$ cat src/rtl/adcseq_pkg.sv
package adcseq_pkg;
  typedef enum logic [2:0] {
    S_IDLE,
    S_CONV,
    S_WAIT,
    S_EXIT,
    S_SHIFT
  } seq_state_e;
endpackage

$ cat src/rtl/adcseq_acq_guard.sv
// Saturating count of cycles since acquisition began.
module adcseq_acq_guard #(
  parameter int ACQ_MIN = 64
) (
  input  logic clk,
  input  logic rst,
  input  logic clr,
  output logic ok
);
  localparam int AW = $clog2(ACQ_MIN + 1) + 1;
  localparam logic [AW-1:0] LIMIT = AW'(ACQ_MIN);

  logic [AW-1:0] acq_cnt;

  always_ff @(posedge clk) begin
    if (rst || clr) begin
      acq_cnt <= '0;
    end else if (acq_cnt != LIMIT) begin
      acq_cnt <= acq_cnt + 1'b1;
    end
  end

  assign ok = (acq_cnt == LIMIT);
endmodule

$ cat src/rtl/adcseq_sclk_gen.sv
// Serial clock phase and bit counting for one frame.
module adcseq_sclk_gen #(
  parameter int HALF = 2,
  parameter int MAXB = 28
) (
  input  logic                       clk,
  input  logic                       rst,
  input  logic                       run,
  input  logic [$clog2(MAXB+1)-1:0]  nbits,
  output logic                       sclk_o,
  output logic                       sample_o,
  output logic                       bit_end_o,
  output logic                       last_o
);
  localparam int PH_W = (2 * HALF > 2) ? $clog2(2 * HALF) : 1;
  localparam int B_W  = $clog2(MAXB + 1);
  localparam logic [PH_W-1:0] PH_RISE = PH_W'(HALF - 1);
  localparam logic [PH_W-1:0] PH_END  = PH_W'(2 * HALF - 1);
  localparam logic [PH_W-1:0] PH_HI   = PH_W'(HALF);

  logic [PH_W-1:0] ph;
  logic [B_W-1:0]  bidx;
  logic            sclk_q;

  assign sample_o  = run && (ph == PH_RISE);
  assign bit_end_o = run && (ph == PH_END);
  assign last_o    = bit_end_o && (bidx == nbits - 1'b1);

  always_ff @(posedge clk) begin
    if (rst || !run || last_o) begin
      ph     <= '0;
      bidx   <= '0;
      sclk_q <= 1'b0;
    end else if (bit_end_o) begin
      ph     <= '0;
      bidx   <= bidx + 1'b1;
      sclk_q <= 1'b0;
    end else begin
      ph     <= ph + 1'b1;
      sclk_q <= ((ph + 1'b1) >= PH_HI);
    end
  end

  assign sclk_o = sclk_q;
endmodule

$ cat src/rtl/adcseq_shifter.sv
// Configuration word out on the serial input line, frame capture from the data line.
module adcseq_shifter #(
  parameter int CFG_W = 16,
  parameter int RX_W  = 28
) (
  input  logic             clk,
  input  logic             rst,
  input  logic             load,
  input  logic [CFG_W-1:0] cfg_i,
  input  logic             adv,
  input  logic             hold,
  input  logic             sample,
  input  logic             sdo_i,
  output logic             sdi_o,
  output logic [RX_W-1:0]  rx_o
);
  logic [CFG_W-1:0] tx;
  logic             sdi_q;
  logic [RX_W-1:0]  rx;

  always_ff @(posedge clk) begin
    if (rst) begin
      tx    <= '0;
      sdi_q <= 1'b0;
    end else if (load) begin
      tx    <= cfg_i;
      sdi_q <= 1'b0;
    end else if (adv) begin
      sdi_q <= tx[CFG_W-1];
      tx    <= {tx[CFG_W-2:0], 1'b0};
    end else if (!hold) begin
      sdi_q <= 1'b0;
    end
  end

  always_ff @(posedge clk) begin
    if (rst || load) begin
      rx <= '0;
    end else if (sample) begin
      rx <= {rx[RX_W-2:0], sdo_i};
    end
  end

  assign sdi_o = sdi_q;
  assign rx_o  = rx;
endmodule

$ cat src/rtl/adc_eoc_sequencer.sv
module adc_eoc_sequencer
  import adcseq_pkg::*;
#(
  parameter int DATA_W    = 12,
  parameter int CFG_W     = 16,
  parameter int CH_LSB    = 10,
  parameter int CH_W      = 3,
  parameter int SCLK_HALF = 2,
  parameter int CNV_HI    = 3,
  parameter int ACQ_MIN   = 64,
  parameter int MAX_CONV  = 40
) (
  input  logic              clk,
  input  logic              rst,
  input  logic              start_i,
  input  logic              readback_i,
  input  logic [CFG_W-1:0]  cfg_word_i,
  input  logic              sdo_i,
  output logic              cnv_o,
  output logic              sclk_o,
  output logic              sdi_o,
  output logic              busy_o,
  output logic              done_o,
  output logic              err_o,
  output logic [DATA_W-1:0] result_o,
  output logic [CH_W-1:0]   channel_o
);
  localparam int FRAME_RB = DATA_W + CFG_W;
  localparam int B_W      = $clog2(FRAME_RB + 1);
  localparam int CNT_MAX  = (MAX_CONV > CNV_HI) ? MAX_CONV : CNV_HI;
  localparam int CNT_W    = $clog2(CNT_MAX + 1);
  localparam logic [CNT_W-1:0] CNV_LAST = CNT_W'(CNV_HI - 1);
  localparam logic [CNT_W-1:0] TMO_LAST = CNT_W'(MAX_CONV - 1);

  seq_state_e st, st_n;
  logic [CNT_W-1:0]  cnt;
  logic              sdo_q, pend, rb_q;
  logic              cnv_q, busy_q, done_q, err_q;
  logic [DATA_W-1:0] result_q;
  logic [CH_W-1:0]   chan_q;

  logic acq_ok, accept, cnv_end, tmo, enter_shift;
  logic sample, bit_end, last;
  logic [B_W-1:0]      nbits;
  logic [FRAME_RB-1:0] rx;

  assign accept      = (st == S_IDLE) && (start_i || pend) && acq_ok;
  assign cnv_end     = (cnt == CNV_LAST);
  assign tmo         = (st == S_WAIT) && sdo_q && (cnt == TMO_LAST);
  assign enter_shift = (st == S_EXIT) && cnv_end;
  assign nbits       = rb_q ? B_W'(FRAME_RB) : B_W'(DATA_W);

  always_comb begin
    st_n = st;
    case (st)
      S_IDLE:  if (accept)   st_n = S_CONV;
      S_CONV:  if (cnv_end)  st_n = S_WAIT;
      S_WAIT:  if (!sdo_q)   st_n = S_EXIT;
               else if (tmo) st_n = S_IDLE;
      S_EXIT:  if (cnv_end)  st_n = S_SHIFT;
      S_SHIFT: if (last)     st_n = S_IDLE;
      default:               st_n = S_IDLE;
    endcase
  end

  always_ff @(posedge clk) begin
    if (rst) begin
      st     <= S_IDLE;
      cnt    <= '0;
      sdo_q  <= 1'b1;
      pend   <= 1'b0;
      rb_q   <= 1'b0;
      cnv_q  <= 1'b0;
      busy_q <= 1'b0;
      done_q <= 1'b0;
      err_q  <= 1'b0;
    end else begin
      st     <= st_n;
      sdo_q  <= sdo_i;
      cnt    <= (st_n != st || st == S_IDLE || st == S_SHIFT) ? '0 : cnt + 1'b1;
      cnv_q  <= (st_n == S_CONV) || (st_n == S_EXIT);
      busy_q <= (st_n != S_IDLE);
      done_q <= (st == S_SHIFT) && last;
      err_q  <= tmo;
      if (accept) begin
        pend <= 1'b0;
        rb_q <= readback_i;
      end else if (st == S_IDLE && start_i) begin
        pend <= 1'b1;
      end
    end
  end

  always_ff @(posedge clk) begin
    if (rst) begin
      result_q <= '0;
      chan_q   <= '0;
    end else if (st == S_SHIFT && last) begin
      if (rb_q) begin
        result_q <= rx[FRAME_RB-1 -: DATA_W];
        chan_q   <= rx[CH_LSB +: CH_W];
      end else begin
        result_q <= rx[DATA_W-1:0];
      end
    end
  end

  adcseq_acq_guard #(.ACQ_MIN(ACQ_MIN)) u_acq (
    .clk (clk),
    .rst (rst),
    .clr (enter_shift || tmo),
    .ok  (acq_ok)
  );

  adcseq_sclk_gen #(.HALF(SCLK_HALF), .MAXB(FRAME_RB)) u_sclk (
    .clk       (clk),
    .rst       (rst),
    .run       (st == S_SHIFT),
    .nbits     (nbits),
    .sclk_o    (sclk_o),
    .sample_o  (sample),
    .bit_end_o (bit_end),
    .last_o    (last)
  );

  adcseq_shifter #(.CFG_W(CFG_W), .RX_W(FRAME_RB)) u_shift (
    .clk    (clk),
    .rst    (rst),
    .load   (accept),
    .cfg_i  (cfg_word_i),
    .adv    (enter_shift || (bit_end && !last)),
    .hold   ((st == S_SHIFT) && !last),
    .sample (sample),
    .sdo_i  (sdo_i),
    .sdi_o  (sdi_o),
    .rx_o   (rx)
  );

  assign cnv_o     = cnv_q;
  assign busy_o    = busy_q;
  assign done_o    = done_q;
  assign err_o     = err_q;
  assign result_o  = result_q;
  assign channel_o = chan_q;
endmodule

$ cat config.mk
export PLATFORM = sky130hd
export DESIGN_NAME = adc_eoc_sequencer
export DESIGN_NICKNAME = d
export VERILOG_FILES = /design/src/rtl/adcseq_pkg.sv /design/src/rtl/adcseq_acq_guard.sv /design/src/rtl/adcseq_sclk_gen.sv /design/src/rtl/adcseq_shifter.sv /design/src/rtl/adc_eoc_sequencer.sv
export SDC_FILE = /design/constraint.sdc
export NUM_CORES = 1
export LEC_CHECK = 0
export ABC_AREA = 1
export BUFFER_PORTS_ARGS = -buffer_cell sky130_fd_sc_hd__clkbuf_2
export CAP_MARGIN = 30
export CORE_MARGIN = 4
export CORE_UTILIZATION = 31
export CTS_CLUSTER_SIZE = 25
export DETAILED_ROUTE_END_ITERATION = 16
export GPL_TIMING_DRIVEN = 0
export HOLD_SLACK_MARGIN = 0.15
export PLACE_DENSITY = 0.53
export REMOVE_ABC_BUFFERS = 1
export SLEW_MARGIN = 25
export SYNTH_ARGS = -nofsm -noshare
export SYNTH_HDL_FRONTEND = slang
export SYNTH_SLANG_ARGS = --single-unit
$ cat constraint.sdc
create_clock -name clk -period 1.7 [get_ports clk]
set_clock_uncertainty 0.15 [all_clocks]
set_input_delay 0 -clock clk [delete_from_list [all_inputs] [get_ports clk]]
set_output_delay 0 -clock clk [all_outputs]
set_load 0.02 [all_outputs]
# After elaboration in Yosys (flattened, before gate mapping)

Index checks and enable logic that the tools add are counted.

Bits of input ports: 21
Output and inout bits: 21
Register bits after elaboration: 92
Word-level logic and storage cells: 83

$add $sub $neg: 5
Magnitude comparators: 1
Reductions and logical operators: 31
Equality and inequality tests: 15
Muxes and demuxes: 13

Operators by type and width:

| operator                                              | count |
|---|---|
| two-way mux 16 bit                                    | 2 |
| two-way mux 3 bit                                     | 6 |
| one-hot mux 3 bit (5 select lines)                    | 1 |
| logical AND 1 bit                                     | 12 |
| two-way mux 12 bit                                    | 1 |
| logical OR 1 bit                                      | 10 |
| == test 3 x 2 -> 1 bit, second input constant         | 3 |
| adder 8 x 1 -> 8 bit, second input constant           | 1 |
| == test 8 x 7 -> 1 bit, second input constant         | 1 |
| inequality test 8 x 7 -> 1 bit, second input constant | 1 |
| adder 6 x 1 -> 6 bit, second input constant           | 1 |
| == test 3 x 1 -> 1 bit, second input constant         | 2 |
| == test 6 x 2 -> 1 bit, second input constant         | 1 |
| == test 6 bit, second input constant                  | 1 |
| OR reduction 2 bit                                    | 3 |
| adder 5 x 1 -> 5 bit, second input constant           | 1 |
| == test 5 bit                                         | 1 |
| two-way mux 5 bit                                     | 1 |
| subtractor 5 x 1 -> 5 bit, second input constant      | 1 |
| == test 3 bit, second input constant                  | 1 |
| zero test 3 bit                                       | 1 |
| inequality test 3 bit                                 | 1 |
| nonzero test 3 bit                                    | 1 |
| adder 2 x 1 -> 2 bit, second input constant           | 1 |
| other kinds (8)                                       | 10 |

# Depth between registers and ports, before layout

Depth after elaboration: 10
Gate-level depth with buffers: 11
Mapped depth without buffers: 10

# Hierarchy

A second synthesis with hierarchy kept.

Cells, all modules: 575
Area total of the unflattened synthesis: 4325.4 sq um

Modules (own cells, without submodules):

| module            | cells an instance | sequential area each (sq um) | area an instance (sq um) | times used |
|---|---|---|---|---|
| adcseq_shifter    | 245               | 900.9                        | 1908.1                   | 1 |
| adc_eoc_sequencer | 176               | 620.6                        | 1362.6                   | 1 |
| adcseq_sclk_gen   | 88                | 140.1                        | 606.8                    | 1 |
| adcseq_acq_guard  | 66                | 160.2                        | 447.9                    | 1 |

# Least setup slack after synthesis

No wires, ideal clock.

Path type: register -> register
Start point: reg cnt[0]
End point: reg u_shift.tx[5]
Required time: 1.418 ns
Buffers on the path: 1
Period minus slack after synthesis: 1.648 ns
Data arrival time: 1.365 ns
Stages on the path, launching flop included: 12
Setup slack: 0.052 ns
Setup time: 0.132 ns
Cells stage by stage: dfxtp_1 inv_1 ha_1 nand3_1 inv_1 nand2_1 nand2_4 nor2_8 inv_4 buf_6 nand2_1 a21oi_1

Longest elaborated chain between the ends: 4

RTL lines:

| what                         | RTL line                 | source |
|---|---|---|
| start, declared              | adc_eoc_sequencer.sv:36  | `logic [CNT_W-1:0] cnt;` |
| start signal, assigned       | adc_eoc_sequencer.sv:80  | `cnt <= (st_n != st \|\| st == S_IDLE \|\| st == S_SHIFT) ? '0 : cnt + 1'b1;` |
| == test 6 x 2 -> 1 bit       | adc_eoc_sequencer.sv:48  | `assign cnv_end = (cnt == CNV_LAST);` |
| logical AND 1 bit            | adc_eoc_sequencer.sv:50  | `assign enter_shift = (st == S_EXIT) && cnv_end;` |
| logical OR 1 bit             | adc_eoc_sequencer.sv:131 | `.adv (enter_shift \|\| (bit_end && !last)),` |
| nonzero test 2 bit (no line) | --                       |  |
| end signal, assigned         | adcseq_shifter.sv:26     | `tx <= cfg_i;` |
| end signal, assigned         | adcseq_shifter.sv:30     | `tx <= {tx[CFG_W-2:0], 1'b0};` |
| end, declared                | adcseq_shifter.sv:17     | `logic [CFG_W-1:0] tx;` |

Every way passes these cells.
A chain may end at the register's enable or synchronous reset.

# Worst setup path in the final report

Start point: reg u_acq.acq_cnt[0]
End point: reg u_shift.tx[5]

Longest elaborated chain between the ends: 3
Elaborated cells on any way between the ends: 4
Classes of those cells: eq/ne: 1; mux: 1; reduce/logical: 2

RTL lines:

| what                                                            | RTL line                | source |
|---|---|---|
| start, declared                                                 | adcseq_acq_guard.sv:13  | `logic [AW-1:0] acq_cnt;` |
| start signal, assigned                                          | adcseq_acq_guard.sv:19  | `acq_cnt <= acq_cnt + 1'b1;` |
| == test 8 x 7 -> 1 bit (*)                                      | adcseq_acq_guard.sv:23  | `assign ok = (acq_cnt == LIMIT);` |
| logical AND 1 bit (*)                                           | adc_eoc_sequencer.sv:47 | `assign accept = (st == S_IDLE) && (start_i \|\| pend) && acq_ok;` |
| two-way mux 16 bit / nonzero test 2 bit (equally long branches) | --                      |  |

Mark *: on every way between the ends. The rest lies on a longest branch, timed or not.

==> metrics.yaml <==
status: "finished, violations left"
violations: "hold timing, setup timing"
drive_gt1_share_pct: 24.5
crit_type: "reg -> reg"
grtUsageMet2_pct: 22.9
synth_edf_count: 0
first_pass_iters: 4
met1_usage_pct: 16.8
setup_ws_ns: -0.0157
wl_um: 9730
slew_violations: 0
startpoint_type: "register"
synth.area.top_cells: "dfxtp_1, nand2_1, a21oi_1"
grt_pass1_wl_um: 16300
detail_route.drc_violations: 0
final-setup-viol-count: 1
die_area_mm2: 0.0144
crit_top_cell: "nand2_1"
ys_seq_area_share_pct: 46.7
syn_area_per_cell_um2: 7.47
grt_setup_unrepaired: "true"
ys.flop_type: "dfxtp_1"
netlist_area_mm2: 0.00390
placed_cells: 707
whs_ns: -0.0357
cts_tree: "built"
io_buffers: 41
crit_path_max_incr_delay_ns: 0.36
clkSinkCount: 91
crit_family: "simple AND/OR/NAND/NOR gates"
area_delta_synth_final_pct: 34.4
layout.nets: 621
die_x_um: 120
htreeDepth: 3
slew_headroom_pct: 66.5
final_cell_count_no_fill: 765
crit_required_ns: 1.83
synthTopCellsByCount: "nand2_1, dfxtp_1, a21oi_1"
ys.warnings.count: 0
ctsHoldBuffers: 19
synth_seq_cells: 91
clock_path_buffers: 2
crit_fanout: 8
irDropWorstVdd_mv: 0.771
pre_cts_slack_ns: -0.810
viasPerCell: 4.69
ios: 42
yosysMostFrequentCell: "nand2_1"
grt_pass1_vias: 3500
via_count: 3589
synthCells: 522
p_leak_nw: 2.07
core_area_mm2: 0.0122
ys_async_sr_fraction_pct: 0
hold_violations: 18
clock.fmax_ghz: 0.583
period_minus_slack_ns: 1.72
period_share_pct: 101
met3_usage_pct: 3.79
max-cap-violations: 0
die_y_um: 120
critPathBufInv: 3
drt_iter0_drc: 167
yosys.area.top_type: "dfxtp_1"
num_antenna_cells: 0
hpwl_um: 5650
grt-busiest-layer: "met2"
setup_tns_ns: -0.0157
grt_overflow: 0
grt_use_total_pct: 13.6
powerDensity_mw_per_mm2: 842
slowest_stage: "dfxtp_4"
crit_arrival_ns: 1.84
worstPathCellList: "inv_2 > ha_4 > nand3_4 > nor2_4 > nand2_8 > buf_12 > clkinv_8 > nand2_1 > nand2_1 > nand2_1 > a21oi_2"
synth_top_cell_area_share_pct: 46.7
synth.distinct_cells: 30
hold_path_class: "in -> reg"
worst_setup_path_end_kind: "register"
antenna_left: 0
place.gp.congestion: 0.755
initial_core_util_pct: 32.1
antenna_found_initial: 0
num_rows: 40
grt_max_degree: 30
tightest_slew_ns: 0.503
root_buffer: "clkbuf_16"
routedWlPerCell_um: 12.7
numCtsBuffers: 9
clk_pin_slew_worst_paths_ns: 0.06
clk_latency_ns: 0.34
==> placed cells by master (no fill, tap or decap), types with 3 or more instances in the layout <==
| master | instances |
|---|---|
| a21oi_1 | 53 |
| a21oi_2 | 4 |
| a31oi_1 | 12 |
| buf_12 | 3 |
| buf_4 | 14 |
| buf_6 | 3 |
| clkbuf_16 | 10 |
| clkbuf_2 | 40 |
| clkinvlp_4 | 5 |
| dfxtp_1 | 80 |
| dfxtp_2 | 5 |
| dfxtp_4 | 6 |
| dlygate4sd3_1 | 19 |
| ha_1 | 3 |
| ha_4 | 4 |
| inv_1 | 25 |
| inv_2 | 3 |
| nand2_1 | 155 |
| nand2_2 | 8 |
| nand2_4 | 9 |
| nand3_1 | 45 |
| nand3_2 | 3 |
| nand4_1 | 3 |
| nor2_1 | 22 |
| nor2_2 | 4 |
| nor2_4 | 4 |
| nor3_1 | 5 |
| o21ai_0 | 14 |
| o21ai_1 | 4 |
| or2_2 | 3 |
| xnor2_1 | 3 |
| xor2_1 | 7 |
==> flip-flops by register name, indices dropped and copies added (netlist names), 3 cells and up <==
register       cells
u_shift.rx_o      28
u_shift.tx        16
result_o          12
u_acq.acq_cnt      8
cnt                6
u_sclk.bidx        5
channel_o          3
st                 3
==> worst paths after layout <==
kind                                  from  cells past startpoint  slack [ns]                         end
max          u_acq.acq_cnt[0]$_SDFFE_PP0P_                     11       -0.02  u_shift.tx[5]$_SDFFE_PP0P_
min                                    rst                      2       -0.04            err_o$_SDFF_PP0_
max reg2reg  u_acq.acq_cnt[0]$_SDFFE_PP0P_                     11       -0.02  u_shift.tx[5]$_SDFFE_PP0P_
min reg2reg              cnt[0]$_SDFF_PP0_                      1        0.28           cnt[0]$_SDFF_PP0_
==> repair_timing <==
item,CTS,global route
resized for setup,42,48
gates cloned,3,1
buffers inserted,14,6
endpoints found under the hold margin,25,21
pin swaps,12,24
endpoints found under the setup margin,80,68
==> kinds of logic (layout without fill, tap and decap cells) <==
group	after synthesis	count (layout)	share of synthesized area, %
xor gates and xnor gates	10	10	2.25
adders and majority gates	7	7	2.24
DFF	91	91	46.7
buffers and inverters	60	134	7.50
and+or+nand+nor	266	267	29.5
AOI/OAI and AO/OA	88	88	11.8
==> power by group <==
| part | internal [mW] | leakage, nW | total (mW) | switching (mW) |
|---|---|---|---|---|
| Sequential | 2.13 | 0.741 | 2.14 | 0.00841 |
| Clock | 1.28 | 0.144 | 2.13 | 0.845 |
| Combinational | 0.0741 | 1.19 | 0.149 | 0.0751 |
==> through the flow <==
stage / util [%] / total power, mW / cell area, µm²
2_1_floorplan: - / 2.23 / 3740
4_1_cts: 41.2 / 4.45 / 5010
3_3_place_gp: 34.2 / 2.28 / 4160
3_5_place_dp: 34.4 / 2.29 / 4190
6_report: 43.1 / 4.42 / 5240
5_1_grt: 43.1 / 4.57 / 5240
==> metal layers <==
metal / wire length [µm] / vias to the layer above
li1: - / 1846
met1: 4370 / 1667
met2: 4800 / 64
met3: 403 / 12
met4: 151 / 0
met5: 0 / -
==> cell type report <==
cell class / count / area (µm²)
well taps: 168 / 210
multi-input cells: 372 / 2010
repair inverters: 2 / 32.5
inverters: 34 / 176
clock buffers: 9 / 225
clock inverters: 6 / 91.3
fillers: 1216 / 6920
flip-flops and latches: 91 / 1850
repair buffers: 83 / 649
Note: power is estimated with default switching activity, not from simulation.
